## src/rtl/hfs_pkg.sv

```systemverilog
package hfs_pkg;

    typedef enum logic [2:0] {
        S_IDLE     = 3'd0,
        S_XLATE_LO = 3'd1,
        S_READ_LO  = 3'd2,
        S_XLATE_HI = 3'd3,
        S_READ_HI  = 3'd4,
        S_DONE     = 3'd5
    } hfs_state_e;

    typedef enum logic [1:0] {
        RK_COMP = 2'd0,
        RK_FULL = 2'd1,
        RK_FERR = 2'd2,
        RK_XERR = 2'd3
    } hfs_kind_e;

endpackage

```

## src/rtl/hfs_align_chk.sv

```systemverilog
module hfs_align_chk #(
    parameter int XLEN = 32
) (
    input  logic [XLEN-1:0] addr,
    input  logic            cmp_en,
    output logic            misaligned
);
    // odd byte address never valid; bit 1 only valid with compressed support
    always_comb misaligned = addr[0] | (addr[1] & ~cmp_en);
endmodule

```

## src/rtl/hfs_hw_class.sv

```systemverilog
module hfs_hw_class (
    input  logic [15:0] hw,
    output logic        is_cmp
);
    always_comb is_cmp = (hw[1:0] != 2'b11);
endmodule

```

## src/rtl/hfs_result_reg.sv

```systemverilog
module hfs_result_reg
    import hfs_pkg::*;
#(
    parameter int XLEN = 32,
    parameter int ECW  = 6
) (
    input  logic            clk,
    input  logic            rst,
    input  logic            load,
    input  hfs_kind_e       kind_d,
    input  logic [31:0]     instr_d,
    input  logic [ECW-1:0]  code_d,
    input  logic [XLEN-1:0] faddr_d,
    output hfs_kind_e       kind_q,
    output logic [31:0]     instr_q,
    output logic [ECW-1:0]  code_q,
    output logic [XLEN-1:0] faddr_q
);
    always_ff @(posedge clk) begin
        if (rst) begin
            kind_q  <= RK_COMP;
            instr_q <= '0;
            code_q  <= '0;
            faddr_q <= '0;
        end else if (load) begin
            kind_q  <= kind_d;
            instr_q <= instr_d;
            code_q  <= code_d;
            faddr_q <= faddr_d;
        end
    end
endmodule

```

## src/rtl/halfword_fetch_seq.sv

```systemverilog
module halfword_fetch_seq
    import hfs_pkg::*;
#(
    parameter int XLEN          = 32,
    parameter int ECW           = 6,
    parameter int MISALIGN_CODE = 0
) (
    input  logic            clk,
    input  logic            rst,
    input  logic            cmp_en,
    input  logic            req_valid,
    input  logic [XLEN-1:0] req_pc,
    output logic            req_ready,
    output logic            hook_valid,
    output logic [XLEN-1:0] hook_va,
    input  logic            hook_ok,
    input  logic [XLEN-1:0] hook_xaddr,
    input  logic [ECW-1:0]  hook_ecode,
    output logic            xl_req,
    output logic [XLEN-1:0] xl_va,
    input  logic            xl_ack,
    input  logic            xl_fault,
    input  logic [ECW-1:0]  xl_code,
    input  logic [XLEN-1:0] xl_pa,
    output logic            mem_req,
    output logic [XLEN-1:0] mem_pa,
    input  logic            mem_ack,
    input  logic            mem_fault,
    input  logic [ECW-1:0]  mem_code,
    input  logic [15:0]     mem_data,
    output logic            res_valid,
    output logic [1:0]      res_kind,
    output logic [31:0]     res_instr,
    output logic [ECW-1:0]  res_code,
    output logic [XLEN-1:0] res_faddr
);
    localparam int              HW_BYTES = 2;
    localparam logic [XLEN-1:0] HW_STEP  = XLEN'(HW_BYTES);
    localparam logic [ECW-1:0]  MIS_CODE = ECW'(MISALIGN_CODE);

    hfs_state_e      st, st_nxt;
    logic [XLEN-1:0] pc_q, va_q, pa_q, pc_hi;
    logic [15:0]     lo_q;
    logic            cap_pc, cap_va, cap_pa, cap_lo;
    logic            lo_mis, hw_cmp;

    logic            ld;
    hfs_kind_e       k_d, k_q;
    logic [31:0]     ins_d;
    logic [ECW-1:0]  cd_d;
    logic [XLEN-1:0] fa_d;

    assign pc_hi = pc_q + HW_STEP;

    hfs_align_chk #(.XLEN(XLEN)) u_align (
        .addr       (hook_xaddr),
        .cmp_en     (cmp_en),
        .misaligned (lo_mis)
    );

    hfs_hw_class u_class (
        .hw     (mem_data),
        .is_cmp (hw_cmp)
    );

    hfs_result_reg #(.XLEN(XLEN), .ECW(ECW)) u_res (
        .clk     (clk),
        .rst     (rst),
        .load    (ld),
        .kind_d  (k_d),
        .instr_d (ins_d),
        .code_d  (cd_d),
        .faddr_d (fa_d),
        .kind_q  (k_q),
        .instr_q (res_instr),
        .code_q  (res_code),
        .faddr_q (res_faddr)
    );

    assign res_kind = k_q;

    // state register
    always_ff @(posedge clk) begin
        if (rst) st <= S_IDLE;
        else     st <= st_nxt;
    end

    // datapath captures
    always_ff @(posedge clk) begin
        if (rst) begin
            pc_q <= '0;
            va_q <= '0;
            pa_q <= '0;
            lo_q <= '0;
        end else begin
            if (cap_pc) pc_q <= req_pc;
            if (cap_va) va_q <= hook_xaddr;
            if (cap_pa) pa_q <= xl_pa;
            if (cap_lo) lo_q <= mem_data;
        end
    end

    // next state and outputs
    always_comb begin
        st_nxt     = st;
        ld         = 1'b0;
        k_d        = RK_FERR;
        ins_d      = '0;
        cd_d       = '0;
        fa_d       = pc_q;
        cap_pc     = 1'b0;
        cap_va     = 1'b0;
        cap_pa     = 1'b0;
        cap_lo     = 1'b0;
        req_ready  = 1'b0;
        hook_valid = 1'b0;
        hook_va    = pc_hi;
        xl_req     = 1'b0;
        xl_va      = va_q;
        mem_req    = 1'b0;
        mem_pa     = pa_q;
        res_valid  = 1'b0;
        unique case (st)
            S_IDLE: begin
                req_ready = 1'b1;
                hook_va   = req_pc;
                if (req_valid) begin
                    hook_valid = 1'b1;
                    cap_pc     = 1'b1;
                    if (!hook_ok) begin
                        ld     = 1'b1;
                        k_d    = RK_XERR;
                        cd_d   = hook_ecode;
                        fa_d   = req_pc;
                        st_nxt = S_DONE;
                    end else if (lo_mis) begin
                        ld     = 1'b1;
                        k_d    = RK_FERR;
                        cd_d   = MIS_CODE;
                        fa_d   = req_pc;
                        st_nxt = S_DONE;
                    end else begin
                        cap_va = 1'b1;
                        st_nxt = S_XLATE_LO;
                    end
                end
            end
            S_XLATE_LO: begin
                xl_req = 1'b1;
                if (xl_ack) begin
                    if (xl_fault) begin
                        ld     = 1'b1;
                        cd_d   = xl_code;
                        st_nxt = S_DONE;
                    end else begin
                        cap_pa = 1'b1;
                        st_nxt = S_READ_LO;
                    end
                end
            end
            S_READ_LO: begin
                mem_req = 1'b1;
                if (mem_ack) begin
                    if (mem_fault) begin
                        ld     = 1'b1;
                        cd_d   = mem_code;
                        st_nxt = S_DONE;
                    end else if (hw_cmp) begin
                        ld     = 1'b1;
                        k_d    = RK_COMP;
                        ins_d  = {16'h0000, mem_data};
                        st_nxt = S_DONE;
                    end else begin
                        hook_valid = 1'b1;
                        cap_lo     = 1'b1;
                        if (!hook_ok) begin
                            ld     = 1'b1;
                            k_d    = RK_XERR;
                            cd_d   = hook_ecode;
                            fa_d   = pc_hi;
                            st_nxt = S_DONE;
                        end else begin
                            cap_va = 1'b1;
                            st_nxt = S_XLATE_HI;
                        end
                    end
                end
            end
            S_XLATE_HI: begin
                xl_req = 1'b1;
                if (xl_ack) begin
                    if (xl_fault) begin
                        ld     = 1'b1;
                        cd_d   = xl_code;
                        fa_d   = pc_hi;
                        st_nxt = S_DONE;
                    end else begin
                        cap_pa = 1'b1;
                        st_nxt = S_READ_HI;
                    end
                end
            end
            S_READ_HI: begin
                mem_req = 1'b1;
                if (mem_ack) begin
                    ld = 1'b1;
                    if (mem_fault) begin
                        cd_d = mem_code;
                        fa_d = pc_hi;
                    end else begin
                        k_d   = RK_FULL;
                        ins_d = {mem_data, lo_q};
                    end
                    st_nxt = S_DONE;
                end
            end
            S_DONE: begin
                res_valid = 1'b1;
                st_nxt    = S_IDLE;
            end
            default: st_nxt = S_IDLE;
        endcase
    end
endmodule

```

## config.mk

```make
export PLATFORM = sky130hd
export DESIGN_NAME = halfword_fetch_seq
export DESIGN_NICKNAME = d
export VERILOG_FILES = /design/src/rtl/hfs_pkg.sv /design/src/rtl/hfs_align_chk.sv /design/src/rtl/hfs_hw_class.sv /design/src/rtl/hfs_result_reg.sv /design/src/rtl/halfword_fetch_seq.sv
export SDC_FILE = /design/constraint.sdc
export NUM_CORES = 1
export LEC_CHECK = 0
export ABC_CLOCK_PERIOD_IN_PS = 4200
export CAP_MARGIN = 10
export CORE_MARGIN = 3
export CORE_UTILIZATION = 50
export CTS_CLUSTER_DIAMETER = 80
export DETAILED_ROUTE_END_ITERATION = 7
export PLACE_DENSITY = 0.87
export SLEW_MARGIN = 25
export SYNTH_ARGS = -nofsm -noshare
export SYNTH_HDL_FRONTEND = slang
export SYNTH_SLANG_ARGS = --single-unit
```

## constraint.sdc

```tcl
create_clock -name clk -period 4.2 [get_ports clk]
set_input_delay 0.63 -clock clk [delete_from_list [all_inputs] [get_ports clk]]
set_output_delay 0.63 -clock clk [all_outputs]
set_load 0.02 [all_outputs]
```

### Yosys cells after proc, flatten, opt, wreduce, memory -nomap -nowiden

Cells that the tools add are included.

* input bits: 139
* word-level logic and storage cells: 111
* output and inout bits: 173
* bits in registers: 187

* multiplexer cells: 83
* add/subtract/negate cells: 1
* reductions and logical operators: 4
* bitwise gates (word level): 3
* equal/unequal tests: 11

Operators with widths (number)
* 32-bit two-way mux: 14
* 32-bit case mux with 4 select lines: 1
* 32-bit case mux with 2 select lines: 1
* 6-bit two-way mux: 9
* 16-bit two-way mux: 3
* 1-bit two-way mux: 33
* 3-bit two-way mux: 11
* 32-bit by 2-bit adder with 32-bit output (second input constant): 1
* 6-bit case mux with 4 select lines: 1
* 3-bit case mux with 5 select lines: 1
* 2-bit != test (second input constant): 6
* 2-bit two-way mux: 5
* 3-bit by 2-bit equality test with 1-bit output (second input constant): 2
* 3-bit equality test (second input constant): 2
* 2-bit case mux with 3 select lines: 1
* 5-bit AND reduction: 1
* 1-bit case mux with 2 select lines: 2
* 1-bit case mux with 4 select lines: 1
* 2-bit OR reduction: 2
* 3-bit by 1-bit equality test with 1-bit output (second input constant): 1
* 3-bit logical NOT: 1
* 1-bit bitwise AND: 1
* 1-bit NOT: 1
* 1-bit bitwise OR: 1

### Longest topological paths before layout

Gate-level depths: netlist (run 1).

* depth after elaboration: 7
* gate-level depth with buffers: 11
* depth with buffers taken out: 7

### Cells and area by module

A second synthesis (run 1) with hierarchy kept.

* cell total of the unflattened synthesis: 1215
* area total of the unflattened synthesis: 9441.6 um2

By module, submodules not included
* halfword_fetch_seq: cells an instance 980, area an instance 6846.6 um2, times used 1
* hfs_result_reg: cells an instance 232, area an instance 2580.0 um2, times used 1
* hfs_align_chk: cells an instance 2, area an instance 11.3 um2, times used 1
* hfs_hw_class: cells an instance 1, area an instance 3.8 um2, times used 1

### Least setup slack after synthesis (run 1)

Ideal clock, no wire load.

* kind: register -> output
* start: register pc_q[1]
* end: output port hook_va[29]
* slack: 1337 ps
* arrival time: 2233 ps
* stages on the path, launching flop included: 8
* data required time: 3570 ps
* path through: dfxtp_1 -> ha_1 -> nand3_1 -> nor4_1 -> clkbuf_1 -> nand3_1 -> xor2_1 -> a21oi_1

* longest elaborated chain between the ends: 2

RTL lines
* from (decl): RTL line halfword_fetch_seq.sv:42 `logic [XLEN-1:0] pc_q, va_q, pa_q, pc_hi;`
* from (signal assigned): RTL line halfword_fetch_seq.sv:96 `if (cap_pc) pc_q <= req_pc;`
* 32-bit by 2-bit adder with 32-bit output: RTL line halfword_fetch_seq.sv:53 `assign pc_hi = pc_q + HW_STEP;`
* 32-bit two-way mux: RTL line halfword_fetch_seq.sv:123 `unique case (st)`
* to (decl): RTL line halfword_fetch_seq.sv:15 `output logic [XLEN-1:0] hook_va,`

No other way between the ends.

### Worst setup path after layout (run 1)

* start: register pc_q[1]
* end: output port hook_va[31]

The elaborated chain is that of the path after synthesis.

==> impl_summary.txt, run 1 <==
----------------------------------------------------
[Outcome]
  Outcome ... finished with violations
  Violated checks ... DRC

[GRT]
  Largest net degree at the start of global routing ... 131
  GRT Total Usage ... 0.319
  Antenna violations before repair ... 0
  First-pass GRT wire length ... approximately 52000 um
  Total overflow reported by the global router ... 0
  Number of global-route vias before repair ... approximately 9900

[Timing]
  Setup violations, final ... 0
  Post-route setup TNS ... 0 ns
  Number of pins exceeding their max-slew limit in the final report ... 0
  RSZ-0062 raised after global routing ... false
  Fin crit share ... 0.928
  Fin crit period ... 3.90 ns
  Worst Slack Setup Final ... 0.302 ns
  Worst relative slew slack ... 0.282
  Final clock skew ... 0.0180 ns
  Slew @ Worst Pin ... 1.07 ns
  Number of endpoints with negative hold slack in the final report ... 0
  Highest achievable clock rate ... 0.257 GHz
  Fin Hold WS ... 0.450 ns

[Placed design]
  DP Wirelength ... about 23000 um
  Weighted congestion reported at the end of routability-driven placement ... 0.989
  Placed cells ... 1690
  Number of I/O port buffers ... 311
  DP Worst Slack ... 0.707 ns

[Routing]
  Routed wire length ... 33200 um
  Via-per-instance ratio ... between 6 and 7
  Starting DRT DRC Count ... just over 1000
  Total DRC errors in the routed layout ... 9
  Post-DR wirelength/cell ... just under 20 um
  Number of search-and-repair iterations in the first detailed-routing pass ... 8
  Vias post-DR ... 10416
  Number of nets with antenna violations after detailed routing ... 0

[Min path]
  Start point of the worst min-delay path ... xl_va[7]
  Path category of the worst min-delay check ... reg -> reg
  End point of the worst hold path ... xl_va[7]
  Worst hold path depth ... 2

[Worst setup path]
  Worst Path Arrival ... 3.27 ns
  Critical path, cell by cell ... ha_1, nand3_1, buf_4, nor4_1, and3_1, nand3_1, xor2_1, o21ai_0, clkdlybuf4s50_1
  Largest delay share family, worst path ... simple AND/OR/NAND/NOR gates
  Largest driver fanout on the critical path ... 9
  Slack of the worst reg-to-reg path ... 1.00 ns
  R2r worst-path depth ... 8
  Startpoint of the most critical register-to-register path ... st[0]
  Count of buffer and inverter cells on the critical path ... 2
  Slowest stage delay, CP ... between 0.6 and 0.7 ns
  Kind of start point of the critical path ... register
  Cell with the most instances on the worst path ... sky130_fd_sc_hd__nand3_1
  Endpoint type of the worst setup path ... output pin
  Cell with the largest stage delay on the worst path ... sky130_fd_sc_hd__clkdlybuf4s50_1
  Crit Path Category ... reg -> out
  Count of cell instances traversed by the critical path ... 9
  Endpoint of the worst-slack reg-to-reg timing path ... u_res.faddr_q[27]
  CP Data Required Time ... 3.57 ns

[Synth]
  YS warnings ... 0
  Syn Nets ... 1378
  Netlist Area Pre-Place ... around 9000 um^2
  Sequential area share after synthesis ... 0.407
  Async set-reset flop share out of synthesis ... 0
  Unique masters post-synth ... 71
  Synthesis-stage register bit count ... between 150 and 200
  Flip-flop cell with the highest count after synthesis ... sky130_fd_sc_hd__dfxtp_1
  Mean cell area of the mapped netlist ... 7.44 um^2
  Gate count after technology mapping ... 1238
  Number of enable flip-flop cells after synthesis ... 0

[Clocking]
  Quantity of gates resized following cts ... 0
  CTS Hold Buffers Added ... 0
  Worst-path clk slew ... roughly 0.09 ns
  Maximum number of buffers from clock root to sink ... 2
  CTS HTree Levels ... 4
  Cell at the root of the clock tree ... sky130_fd_sc_hd__clkbuf_16
  Clock sink total ... 187
  Number of buffers created by CTS ... 17
  Postcts setup bufs ... 0
  CTS tree ... built
  Clock latency on the worst-skew pair ... roughly 0.44 ns

[Floorplanning]
  Placement row count ... 48
  Die Y-Extent ... about 140 um
  Initial core utilization ... 0.522
  # IOs ... 312
  Total die area ... 20100 um^2
  Placeable core region ... 17700 um^2
  Width of the chip ... roughly 140 um

[Cells and area]
  Fraction of final layout cells with drive strength greater than 1 ... 0.0534
  Growth of design area from synthesis to finish ... 40.7%
  Post-route insts no fill ... between 1500 and 2000
  Layout Nets ... roughly 1600
  Ant diodes ... 0

[Pwr]
  Power density over cell area ... 479 nW/um^2
  Leakage component of the power ... 4.44 nW
  Design Power ... 6.20 mW
  Maximum VDD drop ... 0.000394 V

[Run]
  Number of violations of the max-capacitance limit ... 0

----------------------------------------------------
-- how the worst max path moves through the flow --
stage | slack [ns] | startpoint | end
floorplan | 1.34 | pc_q[1] | hook_va[29]
global placement | 0.77 | mem_ack | u_res.faddr_q[25]
detailed placement | 0.71 | mem_ack | u_res.faddr_q[25]
CTS | 0.34 | pc_q[1] | hook_va[31]
global route | 0.09 | pc_q[1] | hook_va[23]
finish | 0.30 | pc_q[1] | hook_va[31]
-- synthesized netlist by cell type, drive strengths merged, types with 3 or more instances --
master | instances | area, um^2
or2 | 3 | 18.8
a221o | 8 | 80.1
and2 | 4 | 25.0
o21a | 5 | 37.5
o21ai | 52 | 260
nand2b | 7 | 43.8
and3 | 6 | 37.5
a21o | 6 | 45.0
nand4 | 13 | 81.3
a211o | 3 | 26.3
nor2 | 111 | 417
o22ai | 4 | 25.0
clkbuf | 86 | 323
buf | 27 | 166
a221oi | 16 | 146
nand3 | 20 | 100
nor3 | 15 | 80.1
o31ai | 4 | 30.0
or4 | 3 | 22.5
a311oi | 12 | 105
a22oi | 19 | 148
nand3b | 5 | 37.5
a211oi | 13 | 97.6
nor4 | 5 | 37.5
or3 | 11 | 68.8
or3b | 3 | 26.3
o211ai | 3 | 22.5
a21oi | 162 | 811
xor2 | 14 | 123
nand2 | 309 | 1160
a222oi | 22 | 220
o32ai | 3 | 26.3
nor2b | 4 | 25.0
o211a | 3 | 30.0
a31oi | 6 | 37.5
o21bai | 4 | 30.0
inv | 8 | 30.0
xnor2 | 20 | 175
dfxtp | 187 | 3740
-- cells by family (layout without fill, tap and decap cells) --
logic type | count (synthesis) | count (layout) | share of synthesized area
compound gates | 358 | 358 | 0.249
xor+xnor | 34 | 34 | 0.0323
fa+ha+maj | 1 | 1 | 0.00136
buf+inv | 123 | 382 | 0.0572
flops | 187 | 187 | 0.407
mux | 3 | 3 | 0.00353
simple gates | 532 | 532 | 0.250
-- where the power goes --
| group | internal [mW] | switching [mW] |
|---|---|---|
| Combinational | 1.00 | 1.41 |
| Clock | 0.820 | 0.837 |
| Sequential | 1.95 | 0.183 |
-- registers in the layout (all words and copies together), names as in the netlist --
name and flops:
st 3, u_res.instr_q 32, xl_va 32, mem_pa 32
u_res.code_q 6, u_res.faddr_q 32, u_res.kind_q 2, pc_q 32
lo_q 16
-- worst min-delay path, stage by stage (launching register included) --
cell                      delay [ns]
sky130_fd_sc_hd__dfxtp_1        0.31
sky130_fd_sc_hd__nand2_1        0.05
sky130_fd_sc_hd__a21oi_1        0.05
-- placed cells by master, fill, tap and decap left out, drive strengths merged, types with 15 or more instances in the layout --
cell and n:
a21oi 162, a221oi 16, a222oi 22, a22oi 19, buf 30, clkbuf 17
clkdlybuf4s50 310, dfxtp 187, inv 17, nand2 309, nand3 20, nor2 111
nor3 15, o21ai 52, xnor2 20
-- per-stage QoR --
stage                      util  cell area (um^2)
final                     0.734             13000
after global routing      0.734             13000
after CTS                 0.734             13000
after detailed placement  0.699             12400
after global placement    0.699             12300
after floorplan               -              9210
-- metal layers --
metal	share of wire	vias up	wire length (um)	GRT usage
met4	0.039	0	1280	0.137
met1	0.38	4821	12600	0.395
met5	0	-	0	0
li1	-	4836	-	-
met3	0.12	103	3860	0.0994
met2	0.47	656	15500	0.513
-- final cells by class --
class                      instances  area, um^2
clock inverter                    15         185
tap                              225         282
multi-input combinational        928        4960
timing repair buffer             340        3330
sequential                       187        3740
fill                            1405        4700
clock buffer                      17         425
inverter                          10        37.5
Note: power is estimated with default switching activity, not from simulation.
==> run 2, diff against run 1 <==
--- a/config.mk
+++ b/config.mk
@@ -12,6 +12,7 @@
 export CTS_CLUSTER_DIAMETER = 80
 export DETAILED_ROUTE_END_ITERATION = 7
 export PLACE_DENSITY = 0.87
+export SKIP_CTS_REPAIR_TIMING = 1
 export SLEW_MARGIN = 25
 export SYNTH_ARGS = -nofsm -noshare
 export SYNTH_HDL_FRONTEND = slang
==> results of run 2 <==
Same layout as run 1: the final DEF is identical, and so are final timing and power.
==> run 3, diff against run 2 <==
--- a/config.mk
+++ b/config.mk
@@ -9,11 +9,11 @@
 export CAP_MARGIN = 10
 export CORE_MARGIN = 3
 export CORE_UTILIZATION = 50
-export CTS_CLUSTER_DIAMETER = 80
+export CTS_CLUSTER_DIAMETER = 60
+export CTS_CLUSTER_SIZE = 14
 export DETAILED_ROUTE_END_ITERATION = 7
 export PLACE_DENSITY = 0.87
 export SKIP_CTS_REPAIR_TIMING = 1
-export SLEW_MARGIN = 25
 export SYNTH_ARGS = -nofsm -noshare
 export SYNTH_HDL_FRONTEND = slang
 export SYNTH_SLANG_ARGS = --single-unit
==> run 3 against run 2 <==
Effect of this change: the flow still finishes with violations (DRC); count of clock-buffer cells in the layout unchanged; global-route usage increased by 0.14 points; sequential cell count unchanged; utilization is 0.35 points higher; register-to-register slack got worse by 0.04 ns; combinational power about the same; total power rose by 1.7%; clock skew barely moved.
==> impl_summary.txt, run 3 (same netlist as run 1, synthesis figures left out) <==
----------------------------------------------------
[Worst setup path]
  R2r worst-path depth ... 8
  CP Data Required Time ... around 3.6 ns
  Slowest stage delay, CP ... ~0.66 ns
  Count of buffer and inverter cells on the critical path ... 2
  Crit Path Category ... reg -> out
  Critical path, cell by cell ... ha_1, nand3_1, buf_4, nor4_1, nand4_1, xor2_1, a21oi_1, clkdlybuf4s50_1
  Slack of the worst reg-to-reg path ... 0.96 ns
  Cell with the largest stage delay on the worst path ... sky130_fd_sc_hd__clkdlybuf4s50_1
  Startpoint of the most critical register-to-register path ... st[0]
  Largest driver fanout on the critical path ... 9
  Endpoint type of the worst setup path ... output pin
  Largest delay share family, worst path ... buffers and inverters
  Endpoint of the worst-slack reg-to-reg timing path ... u_res.faddr_q[27]
  Worst Path Arrival ... 3.24 ns
  Kind of start point of the critical path ... register

[Routing]
  Total DRC errors in the routed layout ... 1
  Starting DRT DRC Count ... 1143
  Vias post-DR ... about 10000
  Number of nets with antenna violations after detailed routing ... 0
  Post-DR wirelength/cell ... slightly below 20 um
  Via-per-instance ratio ... between 6 and 7
  Routed wire length ... 33200 um
  Number of search-and-repair iterations in the first detailed-routing pass ... 8

[Cells and area]
  Layout Nets ... about 1600
  Ant diodes ... 0
  Post-route insts no fill ... 1723
  Fin area ... 13000 um^2
  Growth of design area from synthesis to finish ... 41.4%
  Fraction of final layout cells with drive strength greater than 1 ... 0.0534
  Leading cell type in the layout, fill and taps excluded ... sky130_fd_sc_hd__clkdlybuf4s50_1
  Highest-count cells in the layout ignoring fill and taps ... sky130_fd_sc_hd__clkdlybuf4s50_1, sky130_fd_sc_hd__nand2_1, sky130_fd_sc_hd__dfxtp_1

[Min path]
  Path category of the worst min-delay check ... reg -> reg
  Worst hold path depth ... 2
  End point of the worst hold path ... xl_va[7]
  Start point of the worst min-delay path ... xl_va[7]

[Timing]
  Setup violations, final ... 0
  Fin crit period ... between 3 and 4 ns
  Fin crit share ... 0.922
  RSZ-0062 raised after global routing ... false
  Number of pins exceeding their max-slew limit in the final report ... 0
  Post-route setup TNS ... 0 ns
  Worst relative slew slack ... 0.256
  Highest achievable clock rate ... between 0.2 and 0.3 GHz
  Slew @ Worst Pin ... between 1 and 1.5 ns
  Final clock skew ... 0.0184 ns
  Number of endpoints with negative hold slack in the final report ... 0
  Fin Hold WS ... 0.453 ns

[Pwr]
  Design Power ... approximately 6.3 mW
  Leakage component of the power ... 4.47 nW
  Maximum VDD drop ... 0.000494 V
  Power density over cell area ... 484 nW/um^2

[Placed design]
  Placed cells ... between 1500 and 2000
  Weighted congestion reported at the end of routability-driven placement ... 0.989
  Cell area reported after detailed placement ... approximately 12000 um^2
  Number of I/O port buffers ... 311
  DP Wirelength ... ~23000 um

[GRT]
  First-pass GRT wire length ... 52200 um
  Number of global-route vias before repair ... 9851
  Antenna violations before repair ... 0
  GRT Total Usage ... 0.320
  Largest net degree at the start of global routing ... 131
  Total overflow reported by the global router ... 0

[Clocking]
  Maximum number of buffers from clock root to sink ... 2
  CTS tree ... built
  Worst-path clk slew ... 0.08 ns
  Clock sink total ... 187
  Clock latency on the worst-skew pair ... 0.45 ns
  Number of buffers created by CTS ... 17
  CTS HTree Levels ... 4
  Cell at the root of the clock tree ... sky130_fd_sc_hd__clkbuf_16

[Floorplanning]
  Total die area ... 20100 um^2
  Initial core utilization ... 0.522
  Die Y-Extent ... about 140 um
  Width of the chip ... between 100 and 150 um
  Placement row count ... 48
  # IOs ... about 310
  Placeable core region ... 17700 um^2

[Outcome]
  Outcome ... finished with violations
  Violated checks ... DRC

[Run]
  Number of violations of the max-capacitance limit ... 0

----------------------------------------------------
-- run 3: cell count changes in the layout (fill, tap and decap cells not counted) --
cell and delta:
sky130_fd_sc_hd__clkinv_2 -1, sky130_fd_sc_hd__clkinv_4 -2, sky130_fd_sc_hd__inv_6 +2, sky130_fd_sc_hd__bufinv_16 +1
sky130_fd_sc_hd__or3_1 +1, sky130_fd_sc_hd__inv_12 +2, sky130_fd_sc_hd__inv_8 -2, sky130_fd_sc_hd__buf_16 +1
sky130_fd_sc_hd__or3_2 -1
-- run 3: final cells by class --
class | count | area (um^2)
Clock buffer | 17 | 425
Clock inverter | 15 | 220
Fill cell | 1376 | 4630
Inverter | 10 | 37.5
Multi-Input combinational cell | 928 | 4950
Sequential cell | 187 | 3740
Tap cell | 225 | 282
Timing Repair Buffer | 341 | 3360
-- run 3: worst max-delay path by stage --
stage                        from                end  depth (start not counted)
after global routing      pc_q[1]        hook_va[23]                          8
after floorplan           pc_q[1]        hook_va[29]                          7
after CTS                 pc_q[1]        hook_va[23]                          8
after global placement    mem_ack  u_res.faddr_q[25]                          7
after detailed placement  mem_ack  u_res.faddr_q[25]                          7
final                     pc_q[2]        hook_va[23]                          8
-- run 3: where the power goes --
group          total, mW  switching, mW  internal, mW  leakage [nW]
logic               2.42           1.42          1.01          2.64
clock network       1.75          0.859         0.890         0.313
registers           2.14          0.184          1.95          1.52
-- run 3: stage by stage --
step	setup WS, ns	utilization
after global routing	0.0903	0.738
final	0.328	0.738
after CTS	0.344	0.736
after global placement	0.770	0.699
after detailed placement	0.722	0.699
after floorplan	1.34	-
-- run 3: tightest hold or removal path: cells and delay by family (launching register included) --
family | cells | cell delay, ns
AO/OA/AOI/OAI | 1 | 0.05
flip-flops | 1 | 0.31
AND/OR/NAND/NOR | 1 | 0.05
-- run 3: layer usage --
metal | share of wire | routed length (um) | track usage | vias to the layer above
met5 | 0 | 0 | 0 | -
met4 | 0.043 | 1410 | 0.145 | 0
met3 | 0.12 | 3840 | 0.0937 | 115
met2 | 0.47 | 15500 | 0.516 | 670
met1 | 0.38 | 12500 | 0.397 | 4805
li1 | - | - | - | 4836
